<file path="src/rtl/pbus_pkg.sv">
package pbus_pkg;
  localparam int ON_W  = 4;
  localparam int OFF_W = 6;
  localparam int CNT_W = OFF_W;

  // on/off word layout (fields packed from bit 0 upward)
  localparam int CS_ON_LSB  = 0;
  localparam int CS_OFF_LSB = CS_ON_LSB + ON_W;
  localparam int WE_ON_LSB  = CS_OFF_LSB + OFF_W;
  localparam int WE_OFF_LSB = WE_ON_LSB + ON_W;
  localparam int RE_ON_LSB  = WE_OFF_LSB + OFF_W;
  localparam int RE_OFF_LSB = RE_ON_LSB + ON_W;
  localparam int ONOFF_W    = RE_OFF_LSB + OFF_W;

  // cycle word layout
  localparam int WCYC_LSB = 0;
  localparam int RCYC_LSB = WCYC_LSB + OFF_W;
  localparam int RSVD_LSB = RCYC_LSB + OFF_W;
  localparam int ACC_LSB  = 22;
  localparam int CYC_W    = ACC_LSB + OFF_W;

  localparam int NSTROBE = 3;
  localparam int IDX_CS  = 0;
  localparam int IDX_WE  = 1;
  localparam int IDX_RE  = 2;

  typedef enum logic [1:0] {
    OP_CMD   = 2'b00,
    OP_PARAM = 2'b01,
    OP_READ  = 2'b10,
    OP_PAR2  = 2'b11
  } op_e;

  typedef struct packed {
    logic [CNT_W-1:0] cs_on;
    logic [CNT_W-1:0] cs_off;
    logic [CNT_W-1:0] we_on;
    logic [CNT_W-1:0] we_off;
    logic [CNT_W-1:0] re_on;
    logic [CNT_W-1:0] re_off;
    logic [CNT_W-1:0] we_cyc;
    logic [CNT_W-1:0] re_cyc;
    logic [CNT_W-1:0] acc;
  } tmg_t;
endpackage

</file>
<file path="src/rtl/pbus_legal_chk.sv">
module pbus_legal_chk
  import pbus_pkg::*;
(
  input  logic clk,
  input  logic rst_n,
  input  tmg_t tm,
  output logic bad_q
);
  localparam int NRULE = 8;

  logic [NRULE-1:0] ok;
  logic             bad_d;

  always_comb begin
    ok[0] = tm.we_off > tm.we_on;
    ok[1] = tm.re_off > tm.re_on;
    ok[2] = tm.cs_off > tm.cs_on;
    ok[3] = tm.cs_off >= tm.we_off;
    ok[4] = tm.cs_off >= tm.re_off;
    ok[5] = tm.we_cyc >= tm.we_off;
    ok[6] = tm.re_cyc >= tm.re_off;
    ok[7] = tm.acc > tm.re_on;
    bad_d = ~&ok;
  end

  always_ff @(posedge clk or negedge rst_n) begin
    if (!rst_n) bad_q <= 1'b0;
    else        bad_q <= bad_d;
  end
endmodule

</file>
<file path="src/rtl/pbus_tick_gen.sv">
module pbus_tick_gen (
  input  logic clk,
  input  logic rst_n,
  input  logic start,
  input  logic active,
  input  logic half_rate,
  output logic tick_en,
  output logic first_clk
);
  logic phase_q;
  logic phase_d;

  always_comb begin
    tick_en   = active && (!half_rate || phase_q);
    first_clk = !half_rate || !phase_q;
    if (start)                    phase_d = 1'b0;
    else if (active && half_rate) phase_d = ~phase_q;
    else                          phase_d = 1'b0;
  end

  always_ff @(posedge clk or negedge rst_n) begin
    if (!rst_n) phase_q <= 1'b0;
    else        phase_q <= phase_d;
  end
endmodule

</file>
<file path="src/rtl/pbus_window.sv">
module pbus_window #(
  parameter int CW = 6
) (
  input  logic          clk,
  input  logic          rst_n,
  input  logic          gate,
  input  logic [CW-1:0] cnt,
  input  logic [CW-1:0] on_t,
  input  logic [CW-1:0] off_t,
  input  logic          inv,
  output logic          pin
);
  logic level_q;
  logic level_d;

  always_comb level_d = gate && (cnt >= on_t) && (cnt < off_t);

  always_ff @(posedge clk or negedge rst_n) begin
    if (!rst_n) level_q <= 1'b0;
    else        level_q <= level_d;
  end

  assign pin = level_q ^ inv;
endmodule

</file>
<file path="src/rtl/pbus_strobe_timer.sv">
module pbus_strobe_timer
  import pbus_pkg::*;
#(
  parameter int DATA_W = 8
) (
  input  logic                clk,
  input  logic                rst_n,
  input  logic [ONOFF_W-1:0]  tm_onoff,
  input  logic [CYC_W-1:0]    tm_cycle,
  input  logic                tick_x2,
  input  logic                inv_cs,
  input  logic                inv_we,
  input  logic                inv_re,
  input  logic                inv_sel,
  input  logic                req_valid,
  input  logic [1:0]          req_op,
  input  logic [DATA_W-1:0]   req_wdata,
  output logic                busy,
  output logic                done,
  output logic                refused,
  output logic                timing_bad,
  output logic                bus_cs,
  output logic                bus_we,
  output logic                bus_re,
  output logic                bus_sel,
  output logic                bus_oe,
  output logic [DATA_W-1:0]   bus_dout,
  input  logic [DATA_W-1:0]   bus_din,
  output logic [DATA_W-1:0]   rd_data
);
  // ---- field unpack ----
  tmg_t tm;
  logic unused_rsvd_bits;

  always_comb begin
    tm.cs_on  = CNT_W'(tm_onoff[CS_ON_LSB  +: ON_W]);
    tm.cs_off = tm_onoff[CS_OFF_LSB +: OFF_W];
    tm.we_on  = CNT_W'(tm_onoff[WE_ON_LSB  +: ON_W]);
    tm.we_off = tm_onoff[WE_OFF_LSB +: OFF_W];
    tm.re_on  = CNT_W'(tm_onoff[RE_ON_LSB  +: ON_W]);
    tm.re_off = tm_onoff[RE_OFF_LSB +: OFF_W];
    tm.we_cyc = tm_cycle[WCYC_LSB +: OFF_W];
    tm.re_cyc = tm_cycle[RCYC_LSB +: OFF_W];
    tm.acc    = tm_cycle[ACC_LSB  +: OFF_W];
  end
  assign unused_rsvd_bits = ^tm_cycle[ACC_LSB-1:RSVD_LSB];

  // ---- legality ----
  logic bad_q;
  pbus_legal_chk u_legal (
    .clk   (clk),
    .rst_n (rst_n),
    .tm    (tm),
    .bad_q (bad_q)
  );

  // ---- sequencer state ----
  logic              active_q, active_d;
  logic [CNT_W-1:0]  cnt_q, cnt_d;
  op_e               kind_q, kind_d;
  logic [DATA_W-1:0] wdata_q;
  logic              done_q, refused_q;
  logic [DATA_W-1:0] rd_q;
  logic              oe_q, oe_d;
  logic              sel_q, sel_d;
  logic              accept, last, rd_en;
  logic              tick_en, first_clk;
  logic [CNT_W-1:0]  len;
  logic              rd_nxt;

  pbus_tick_gen u_tick (
    .clk       (clk),
    .rst_n     (rst_n),
    .start     (accept),
    .active    (active_q),
    .half_rate (tick_x2),
    .tick_en   (tick_en),
    .first_clk (first_clk)
  );

  always_comb begin
    accept = req_valid && !active_q && !bad_q;
    len    = (kind_q == OP_READ) ? tm.re_cyc : tm.we_cyc;
    last   = tick_en && (cnt_q == (len - CNT_W'(1)));

    if (accept)    active_d = 1'b1;
    else if (last) active_d = 1'b0;
    else           active_d = active_q;

    if (accept || last) cnt_d = '0;
    else if (tick_en)   cnt_d = cnt_q + CNT_W'(1);
    else                cnt_d = cnt_q;

    kind_d = accept ? op_e'(req_op) : kind_q;
    rd_nxt = (kind_d == OP_READ);
    oe_d   = active_d && !rd_nxt;
    sel_d  = active_d && (kind_d == OP_CMD);

    rd_en  = active_q && (kind_q == OP_READ) && first_clk && (cnt_q == tm.acc);
  end

  always_ff @(posedge clk or negedge rst_n) begin
    if (!rst_n) begin
      active_q  <= 1'b0;
      cnt_q     <= '0;
      kind_q    <= OP_PARAM;
      wdata_q   <= '0;
      done_q    <= 1'b0;
      refused_q <= 1'b0;
      rd_q      <= '0;
      oe_q      <= 1'b0;
      sel_q     <= 1'b0;
    end else begin
      active_q  <= active_d;
      cnt_q     <= cnt_d;
      kind_q    <= kind_d;
      done_q    <= last;
      refused_q <= req_valid && !active_q && bad_q;
      oe_q      <= oe_d;
      sel_q     <= sel_d;
      if (accept) wdata_q <= req_wdata;
      if (rd_en)  rd_q    <= bus_din;
    end
  end

  // ---- strobe windows, decoded from next state ----
  logic [NSTROBE-1:0] s_gate, s_inv, s_pin;
  logic [CNT_W-1:0]   s_on  [NSTROBE];
  logic [CNT_W-1:0]   s_off [NSTROBE];

  always_comb begin
    s_gate[IDX_CS] = active_d;
    s_gate[IDX_WE] = active_d && !rd_nxt;
    s_gate[IDX_RE] = active_d && rd_nxt;
    s_inv[IDX_CS]  = inv_cs;
    s_inv[IDX_WE]  = inv_we;
    s_inv[IDX_RE]  = inv_re;
    s_on[IDX_CS]   = tm.cs_on;
    s_off[IDX_CS]  = tm.cs_off;
    s_on[IDX_WE]   = tm.we_on;
    s_off[IDX_WE]  = tm.we_off;
    s_on[IDX_RE]   = tm.re_on;
    s_off[IDX_RE]  = tm.re_off;
  end

  for (genvar g = 0; g < NSTROBE; g++) begin : g_win
    pbus_window #(.CW(CNT_W)) u_win (
      .clk   (clk),
      .rst_n (rst_n),
      .gate  (s_gate[g]),
      .cnt   (cnt_d),
      .on_t  (s_on[g]),
      .off_t (s_off[g]),
      .inv   (s_inv[g]),
      .pin   (s_pin[g])
    );
  end

  assign busy       = active_q;
  assign done       = done_q;
  assign refused    = refused_q;
  assign timing_bad = bad_q;
  assign bus_cs     = s_pin[IDX_CS];
  assign bus_we     = s_pin[IDX_WE];
  assign bus_re     = s_pin[IDX_RE];
  assign bus_sel    = sel_q ^ inv_sel;
  assign bus_oe     = oe_q;
  assign bus_dout   = wdata_q;
  assign rd_data    = rd_q;
endmodule

</file>
<file path="config.mk">
export PLATFORM = sky130hd
export DESIGN_NAME = pbus_strobe_timer
export DESIGN_NICKNAME = d
export VERILOG_FILES = /design/src/rtl/pbus_pkg.sv /design/src/rtl/pbus_legal_chk.sv /design/src/rtl/pbus_tick_gen.sv /design/src/rtl/pbus_window.sv /design/src/rtl/pbus_strobe_timer.sv
export SDC_FILE = /design/constraint.sdc
export NUM_CORES = 1
export LEC_CHECK = 0
export BUFFER_PORTS_ARGS = -buffer_cell sky130_fd_sc_hd__clkbuf_2
export CAP_MARGIN = 15
export CORE_MARGIN = 2
export CORE_UTILIZATION = 43
export CTS_BUF_LIST = sky130_fd_sc_hd__clkbuf_8
export CTS_CLUSTER_DIAMETER = 200
export CTS_CLUSTER_SIZE = 25
export DETAILED_ROUTE_END_ITERATION = 8
export PLACE_DENSITY = 0.76
export SLEW_MARGIN = 10
export SYNTH_ARGS = -nofsm -noshare
export SYNTH_HDL_FRONTEND = slang
export SYNTH_SLANG_ARGS = --single-unit
</file>
<file path="constraint.sdc">
create_clock -name clk -period 7 [get_ports clk]
set_input_delay 0 -clock clk [delete_from_list [all_inputs] [get_ports clk]]
set_output_delay 0 -clock clk [all_outputs]
set_load 0.005 [all_outputs]
</file>
==> results, run 1 <==
- In this run, post-CTS hold repair placed 20 buffers.
- The layout has 634 filler cells.
- Input and output buffers added on the ports amount to 98.
- The critical path class is flop to flop.
- The total count of hold-check failures in the final report was 0.
- The repair_antennas step left the layout with diodes totalling 0.
- The largest single stage delay on the critical path is 700 ps.
- The number of standard-cell rows in the floorplan is 31.
- The average wire per cell in the routed design is 15.42 um.
- The clock-pin slew of the registers on the worst-case setup and hold paths is 60 ps.
- The reg-to-reg critical path endpoint is g_win[0].u_win.level_q.
- The count of vias placed by the detailed router is 3028.
- The capturing element type of the critical path is a flop.
- The level count of the clock H-tree is 2.
- The CTS tree is built.
- For the worst flop-to-flop path, the logic depth is 15.
- The pre-antenna-repair detailed-routing pass consisted of 4 iterations.
- The routed length on met2 is 4221 um.
- The number of gates resized after CTS was 0.
- Of the available clock period, the critical path in the final layout requires 0.6230.
- In this run the worst path has a maximum fanout of 7.
- The effective utilization at floorplan is 0.4501.
- The number of sinks on the clock net is 34.
- The final global-route overflow total is 0.
- 109 I/O pins were placed.
- The peak supply drop is 89.24 uV.
- Summing all non-filler instances in the final layout gives an area of 4167 um^2.
- The critical path data arrival time is 4470 ps.
- The worst register-to-register path begins at kind_q[1].
- The netlist uses 49 different library cells.
- The mean post-synth cell area is 9.400 um^2.
- The first global-routing pass estimated 14100 um of wire.
- The share of the Yosys chip area taken by registers is 0.2582.
- The standard cell area after detailed placement is 3860 um^2.
- The net count of the finished layout is 618.
- The area occupied by registers is 852.1 um^2.
- The HPWL after detailed placement is 7025 um.
- The via count of the first global-routing pass was 2998.
- The area added between synthesis and finish is 26.28%.
- The reg-to-reg setup timing slack is 2640 ps.
- The path type of the worst min-delay path is primary input to flop.
- Clock latency on the worst-skew pair, taken at its later pin, is 290 ps.
- The final number of max-transition violations is 0.
- The sum of met3 wire segment lengths after detailed routing is 665 um.
- The cell class contributing the biggest share of worst-path delay is compound AO/OA/AOI/OAI gates.
- The primary flip-flop cell chosen by synthesis mapping is sky130_fd_sc_hd__dfrtp_1.
- The flip-flop and latch count after synthesis is 34.
- The number of buffers and inverters on the critical path is 0.
- The largest net degree at the start of global routing is 35.
- The residual antenna-violating net count after detailed routing is 0.
- The number of DRC markers in iteration 0 is 107.
- Max-cap violations in this run came to 0.
- The placeable core area is 7331 um^2.
- The synthesized instance count is 351.
- Hold is met by 137.0 ps.
- The kind of start point of the critical path is a flop.
- After detailed routing, the total wire length is 8710 um.
- The total power density per cell area is 189.3 nW/um^2.
- The number of antenna violations at the first check in global routing is 0.
- The post-route worst setup slack is 2639 ps.
- The number of synthesized flops with an enable pin is 0.
- The die outline width is 91.60 um.
- The die height is 91.60 um.
- The worst pin sits at a relative slew slack of 0.4053.
- The area of the mapped netlist is 3299 um^2.
- At the placement stage, the worst setup path has a slack of 2735 ps.
- The total nets after synthesis is 504.
- Of the cells placed in the final design, the portion with a size suffix greater than 1 is 0.2747.
- The final clock skew is 4.567 ps.
- The root buffer cell is sky130_fd_sc_hd__clkbuf_8.
- Setup violations remaining at the end of the flow were counted as 0.
- The TritonCTS buffer count is 5.
- The slowest cell on the critical path is sky130_fd_sc_hd__a21oi_1.
- The die area is 8390 um^2.
- For this run, the number of Yosys warnings is 0.
- After layout, the minimum clock period comes to 4361 ps.
- The buffers inserted during post-CTS setup optimization is 0.
- The area of the multi-input gates is 2255 um^2.
- The buffer levels on the longest clock path is 2.
- Setup total negative slack on the finished layout was measured at 0 ps.
- The data required time of the critical path is 7110 ps.
- For this run, the total global-route usage over all layers was measured as 0.2109.
- For this run, asynchronously set or reset flops after synthesis account for 1.000.
- The signal on the critical path passes through nor2b_1 -> mux2i_1 -> ha_1 -> xnor2_1 -> xnor2_1 -> nor4_1 -> nand4_2 -> nand2_1 -> a21oi_1 -> ha_1 -> a21oi_1 -> nor2b_1 -> o21ai_0 -> and3b_1 -> a2111oi_0.
- In this run the static leakage power is 2.344 nW.
- For this run, the top clock speed supported by timing is 229.3 MHz.
- The last weighted congestion value of the routability-driven placer is 0.8456.
- The met1 wire length is 3634 um.
- The critical path depth in cells is 15.
- The flow ran to the end, and the final reports show no timing, DRC or antenna violations.
- The slew at the pin closest to its max-slew limit is 884.6 ps.
- The most critical setup path has its startpoint at kind_q[1].
- The timing endpoint of the critical path is g_win[0].u_win.level_q.
- After detailed routing, no signal wire sits above met4.
- In the routed layout, each cell is associated on average with a via count of 5.359.
- Setup repair after global routing left no endpoint under its margin.
- The DRC violations left is 0.
## cell type report
class | count | area share
inverter | 37 | 0.03333
clock inverter | 3 | 0.009009
sequential | 34 | 0.2045
clock buffer | 5 | 0.01652
timing repair buffer | 118 | 0.1658
tap | 99 | 0.02973
multi-input combinational | 269 | 0.5411
## worst min path at each step
| stage | start | to | slack [ps] | depth (start not counted) |
|---|---|---|---|---|
| global placement | rst_n | rd_data[1] | 120 | 1 |
| floorplan | rst_n | bus_dout[0] | -300 | 0 |
| CTS | tick_x2 | u_tick.phase_q | 130 | 3 |
| finish | tick_x2 | u_tick.phase_q | 140 | 3 |
| global route | tm_onoff[8] | u_legal.bad_q | 170 | 4 |
| detailed placement | rst_n | rd_data[1] | 130 | 1 |
## kinds of logic (layout without fill, tap and decap cells)
| family | Yosys count | count (layout) | share of synthesized area |
|---|---|---|---|
| AND/OR/NAND/NOR | 86 | 86 | 0.1460 |
| adder cells (fa/ha/maj) | 69 | 69 | 0.2617 |
| AO/OA/AOI/OAI | 65 | 65 | 0.1278 |
| buffers and inverters | 48 | 163 | 0.05840 |
| flip-flops | 34 | 34 | 0.2582 |
| multiplexers | 25 | 25 | 0.08418 |
| XOR/XNOR | 24 | 24 | 0.06371 |
## power by group
part	switching [mW]	internal, mW	total, mW	leakage [nW]
clock network	0.0684	0.103	0.172	0.0607
registers	0.0333	0.225	0.259	0.455
logic	0.187	0.171	0.358	1.83
total	0.289	0.500	0.789	2.34
## registers in the layout (all words and copies together), names as in the netlist
name                 cells
bus_dout                 8
g_win.u_win.level_q      3
busy                     1
sel_q                    1
u_legal.bad_q            1
kind_q                   2
rd_data                  8
refused                  1
u_tick.phase_q           1
done                     1
bus_oe                   1
cnt_q                    6
## metal layers
layer | vias to the layer above | GRT usage
met4 | 0 | 0.06944
met1 | 1407 | 0.2617
met2 | 124 | 0.3664
li1 | 1474 | -
met3 | 23 | 0.03900
met5 | - | 0
## synth_stat cells (all sizes together) (3+ instances only)
cell	n	share of area
buf	4	0.0080
nand2	10	0.011
mux2i	6	0.018
xor2	13	0.035
mux2	19	0.066
nor2	18	0.020
dfrtp	33	0.25
clkbuf	7	0.0083
nor2b	17	0.032
nand2b	13	0.025
and3	4	0.0076
ha	69	0.26
a21o	9	0.020
nand4	7	0.015
xnor2	11	0.029
a41o	3	0.0091
o21ai	16	0.024
a21oi	18	0.027
nand3	8	0.012
inv	37	0.042
## cells in the final DEF, fill, tap and decap left out, types with 3 or more instances in the layout
cell type	n
sky130_fd_sc_hd__nand2_1	10
sky130_fd_sc_hd__xnor2_1	11
sky130_fd_sc_hd__o21ai_0	15
sky130_fd_sc_hd__clkbuf_2	98
sky130_fd_sc_hd__a41o_1	3
sky130_fd_sc_hd__mux2i_1	6
sky130_fd_sc_hd__inv_1	39
sky130_fd_sc_hd__xor2_1	13
sky130_fd_sc_hd__a21oi_1	18
sky130_fd_sc_hd__and3_1	4
sky130_fd_sc_hd__nand3_1	8
sky130_fd_sc_hd__nor2b_1	17
sky130_fd_sc_hd__nand4_1	6
sky130_fd_sc_hd__mux2_2	18
sky130_fd_sc_hd__dlygate4sd3_1	20
sky130_fd_sc_hd__nor2_1	18
sky130_fd_sc_hd__clkbuf_8	5
sky130_fd_sc_hd__ha_1	69
sky130_fd_sc_hd__dfrtp_1	33
sky130_fd_sc_hd__nand2b_1	13
sky130_fd_sc_hd__a21o_1	9
## worst reg2reg max path, cell delays in order (launching register included)
cell,delay [ps]
sky130_fd_sc_hd__dfrtp_1,390
sky130_fd_sc_hd__nor2b_1,610
sky130_fd_sc_hd__mux2i_1,270
sky130_fd_sc_hd__ha_1,210
sky130_fd_sc_hd__xnor2_1,140
sky130_fd_sc_hd__xnor2_1,150
sky130_fd_sc_hd__nor4_1,80
sky130_fd_sc_hd__nand4_2,150
sky130_fd_sc_hd__nand2_1,140
sky130_fd_sc_hd__a21oi_1,700
sky130_fd_sc_hd__ha_1,280
sky130_fd_sc_hd__a21oi_1,40
sky130_fd_sc_hd__nor2b_1,100
sky130_fd_sc_hd__o21ai_0,70
sky130_fd_sc_hd__and3b_1,190
sky130_fd_sc_hd__a2111oi_0,650
## metrics by stage
step                total power, mW  std cells    util
detailed placement           0.6082        537  0.5265
CTS                          0.7916        565  0.5684
finish                       0.7887        565  0.5684
global route                 0.8498        565  0.5684
floorplan                    0.4905        351       -
global placement             0.5868        537  0.5265
Power figures use the tool's default switching activity.
==> run 2: changes to the inputs <==
- PLACE_DENSITY: 0.76 -> 0.78
- clock period: 7 -> 3.6 ns (I/O delays scaled with it)
==> run 2 against run 1 <==
Compared with the run above:
- core utilization is 1.7 points higher
- register-to-register slack lost 2600 ps
- final area rose by 2.9%
- first-iteration DRC count grew 36%
- global-route usage up 0.80 points
- sequential cell count stayed put
- non-clock buffer count up 12
- setup slack got worse by 2600 ps
- combinational power rose by 110%
- final cell count increased by 2.1%
- largest cell class unchanged
==> results, run 2 (synthesized netlist as in run 1, its figures left out) <==
- Result of the run: finished clean (unchanged).
- The number of buffers inserted by port buffering was 98 (unchanged).
- The number of placed I/O pins is 109 (unchanged).
- The count of TritonRoute iterations in the first routing pass was 4 (unchanged).
- The final global-route overflow total came to 0 (unchanged).
- The startpoint of the worst register-to-register path is kind_q[0] (was kind_q[1]).
- The via count of the first global-routing pass is 3148 (was 2998).
- The via density per instance was 5.270 (was 5.359).
- The final clock skew was 4.940 ps (was 4.567 ps).
- The root buffer cell is sky130_fd_sc_hd__clkbuf_8 (unchanged).
- The count of maximum capacitance violations came to 0 (unchanged).
- The path type of the worst min-delay path is primary input to flop (unchanged).
- The peak supply drop is 207.4 uV (was 89.24 uV).
- The largest net degree at the start of global routing came to 35 (unchanged).
- The final number of max-transition violations is 0 (unchanged).
- The residual antenna-violating net count after detailed routing is 0 (unchanged).
- The first-pass GRT wire length is 14840 um (was 14100 um).
- The slew at the pin closest to its max-slew limit is 865.3 ps (was 884.6 ps).
- The clock-pin slew of the registers on the worst-case setup and hold paths is 70 ps (was 60 ps).
- The number of standard-cell rows in the floorplan is 31 (unchanged).
- The die outline width is 91.60 um (unchanged).
- RSZ-0062 raised after global routing: yes (was no).
- The effective utilization at floorplan is 0.4501 (unchanged).
- The last weighted congestion value of the routability-driven placer was 0.9114 (was 0.8456).
- The most common cell after layout, fill and taps aside is sky130_fd_sc_hd__clkbuf_2 (unchanged).
- The buffer levels on the longest clock path is 2 (unchanged).
- The critical path data arrival time is 3630 ps (was 4470 ps).
- The final period utilization came to 0.9762 (was 0.6230).
- The largest fanout on the critical path was 4 (was 7).
- The HPWL after detailed placement came to 7250 um (was 7025 um).
- The DRC violations left is 0 (unchanged).
- The total power density per cell area came to 359.9 nW/um^2 (was 189.3 nW/um^2).
- The TritonCTS buffer count is 5 (unchanged).
- Top library cells by usage in the layout, fill and taps aside: sky130_fd_sc_hd__clkbuf_2 (98), sky130_fd_sc_hd__ha_1 (68), sky130_fd_sc_hd__inv_1 (38) (was sky130_fd_sc_hd__clkbuf_2 (98), sky130_fd_sc_hd__ha_1 (69), sky130_fd_sc_hd__inv_1 (39)).
- The post-layout net count is 630 (was 618).
- The average wire per cell in the routed design is 15.65 um (was 15.42 um).
- The standard cell area after detailed placement is 3943 um^2 (was 3860 um^2).
- The cell count of the worst hold path was 2 (was 3).
- The number of DRC markers in iteration 0 is 146 (was 107).
- The worst-case hold path end point is refused (was u_tick.phase_q).
- The fill cell instance count of the final layout is 659 (was 634).
- The level count of the clock H-tree came to 2 (unchanged).
- The critical path class was flop to flop (unchanged).
- The count of vias placed by the detailed router is 3041 (was 3028).
- The reg-to-reg critical path endpoint is g_win[2].u_win.level_q (was g_win[0].u_win.level_q).
- The die area is 8390 um^2 (unchanged).
- The kind of start point of the critical path was a flop (unchanged).
- The utilization after layout is 0.5849 (was 0.5684).
- The number of standard cells in the final layout excluding fillers is 577 (was 565).
- The worst slew margin relative to its limit is 0.4183 (was 0.4053).
- The reg-to-reg setup timing slack is 90 ps (was 2640 ps).
- The maximum operating frequency is 284.5 MHz (was 229.3 MHz).
- The leakage power is 2.390 nW (was 2.344 nW).
- The number of setup violations in the final report came to 0 (unchanged).
- The instance count after placement with tap cells included is 548 (was 537).
- The worst reg2reg path depth is 16 (was 15).
- The number of sinks on the clock net was 34 (unchanged).
- The global-route total usage across every layer is 0.2189 (was 0.2109).
- The total wire length after detailed routing was 9031 um (was 8710 um).
- The total count of hold-check failures in the final report is 0 (unchanged).
- The data required time of the critical path is 3720 ps (was 7110 ps).
- The CTS tree is built (unchanged).
- The beginning of the worst hold path is req_valid (was tick_x2).
- The minimum clock period is 3514 ps (was 4361 ps).
- The die height came to 91.60 um (unchanged).
- The area added between synthesis and finish is 29.96% (was 26.28%).
- The area of all placed cells without fillers is 4288 um^2 (was 4167 um^2).
- The share of final-layout standard cells stronger than drive strength 1 is 0.3180 (was 0.2747).
- The clock insertion delay at the later pin of the skew report is 280 ps (was 290 ps).
- The number of antenna violations at the first check in global routing is 0 (unchanged).
- The capturing element type of the critical path is a flop (unchanged).
- The placeable core area is 7331 um^2 (unchanged).
- The number of antenna repair diodes is 0 (unchanged).
## run 2: changes by cell type in the layout (fill, tap and decap cells not counted), sizes merged
cell / change
dlygate4sd3: -1
bufinv: -1
clkinv: +1
clkbuf: +1
buf: +13
inv: -1
## run 2: worst max-delay path by stage
| stage | from | endpoint | slack, ps | cells past startpoint |
|---|---|---|---|---|
| after floorplan | kind_q[0] | g_win[1].u_win.level_q | 280 | 17 |
| after global placement | kind_q[1] | g_win[0].u_win.level_q | 50 | 13 |
| after detailed placement | kind_q[1] | g_win[0].u_win.level_q | -50 | 15 |
| after CTS | kind_q[0] | g_win[0].u_win.level_q | 20 | 14 |
| after global routing | kind_q[1] | g_win[2].u_win.level_q | -70 | 16 |
| final | kind_q[0] | g_win[2].u_win.level_q | 90 | 16 |
## run 2: cell type report
cell class,count,area [um^2],area share
Clock buffer,6,82.58,0.01926
Clock inverter,2,8.758,0.002043
Inverter,37,138.9,0.03239
Multi-Input combinational cell,269,2303,0.5372
Sequential cell,34,852.1,0.1987
Tap cell,99,123.9,0.02889
Timing Repair Buffer,130,778.2,0.1815
## run 2: timing repair
item                                    in CTS  in global routing
buffers inserted                             0                  2
hold buffers                                19                  0
endpoints found under the hold margin       51                  0
endpoints found under the setup margin       1                  3
pin swaps                                    0                  5
gates resized for setup                      2                 11
## run 2: metrics by stage
stage / setup WS [ps] / TNS (ps) / total power [mW] / hold WS [ps]
2_1_floorplan: 275.7 / 0 / 0.9537 / -295.6
3_3_place_gp: 48.73 / 0 / 1.175 / 116.7
3_5_place_dp: -53.26 / -53.26 / 1.215 / 136.2
4_1_cts: 22.21 / 0 / 1.519 / 6.528
5_1_grt: -73.97 / -85.10 / 1.666 / 20.93
6_report: 85.64 / 0 / 1.543 / 10.72
## run 2: where the power goes
group / leakage (nW) / internal, mW / total, mW / switching (mW)
sequential: 0.455 / 0.438 / 0.509 / 0.0713
clock: 0.0524 / 0.151 / 0.285 / 0.134
combinational: 1.88 / 0.378 / 0.749 / 0.371
## run 2: critical path, stage by stage, from the launching register on
cell and delay (ps):
sky130_fd_sc_hd__dfstp_2 580, sky130_fd_sc_hd__nand2b_4 150, sky130_fd_sc_hd__mux2i_2 230, sky130_fd_sc_hd__ha_2 220, sky130_fd_sc_hd__xnor2_1 130, sky130_fd_sc_hd__xnor2_1 140
sky130_fd_sc_hd__nor4_1 80, sky130_fd_sc_hd__nand4_2 130, sky130_fd_sc_hd__inv_1 70, sky130_fd_sc_hd__or3_4 400, sky130_fd_sc_hd__buf_4 160, sky130_fd_sc_hd__ha_1 260
sky130_fd_sc_hd__nand2b_1 140, sky130_fd_sc_hd__a21o_1 170, sky130_fd_sc_hd__a21o_1 170, sky130_fd_sc_hd__a21oi_1 210, sky130_fd_sc_hd__a211oi_2 110
## run 2: per-layer routing
layer  global-route usage  vias to the layer above  part of all wire
met5                    0                        -                 0
met4              0.05051                        0             0.015
met3              0.02822                       12             0.047
met2               0.3952                       86              0.51
met1               0.2756                     1446              0.43
li1                     -                     1497                 -
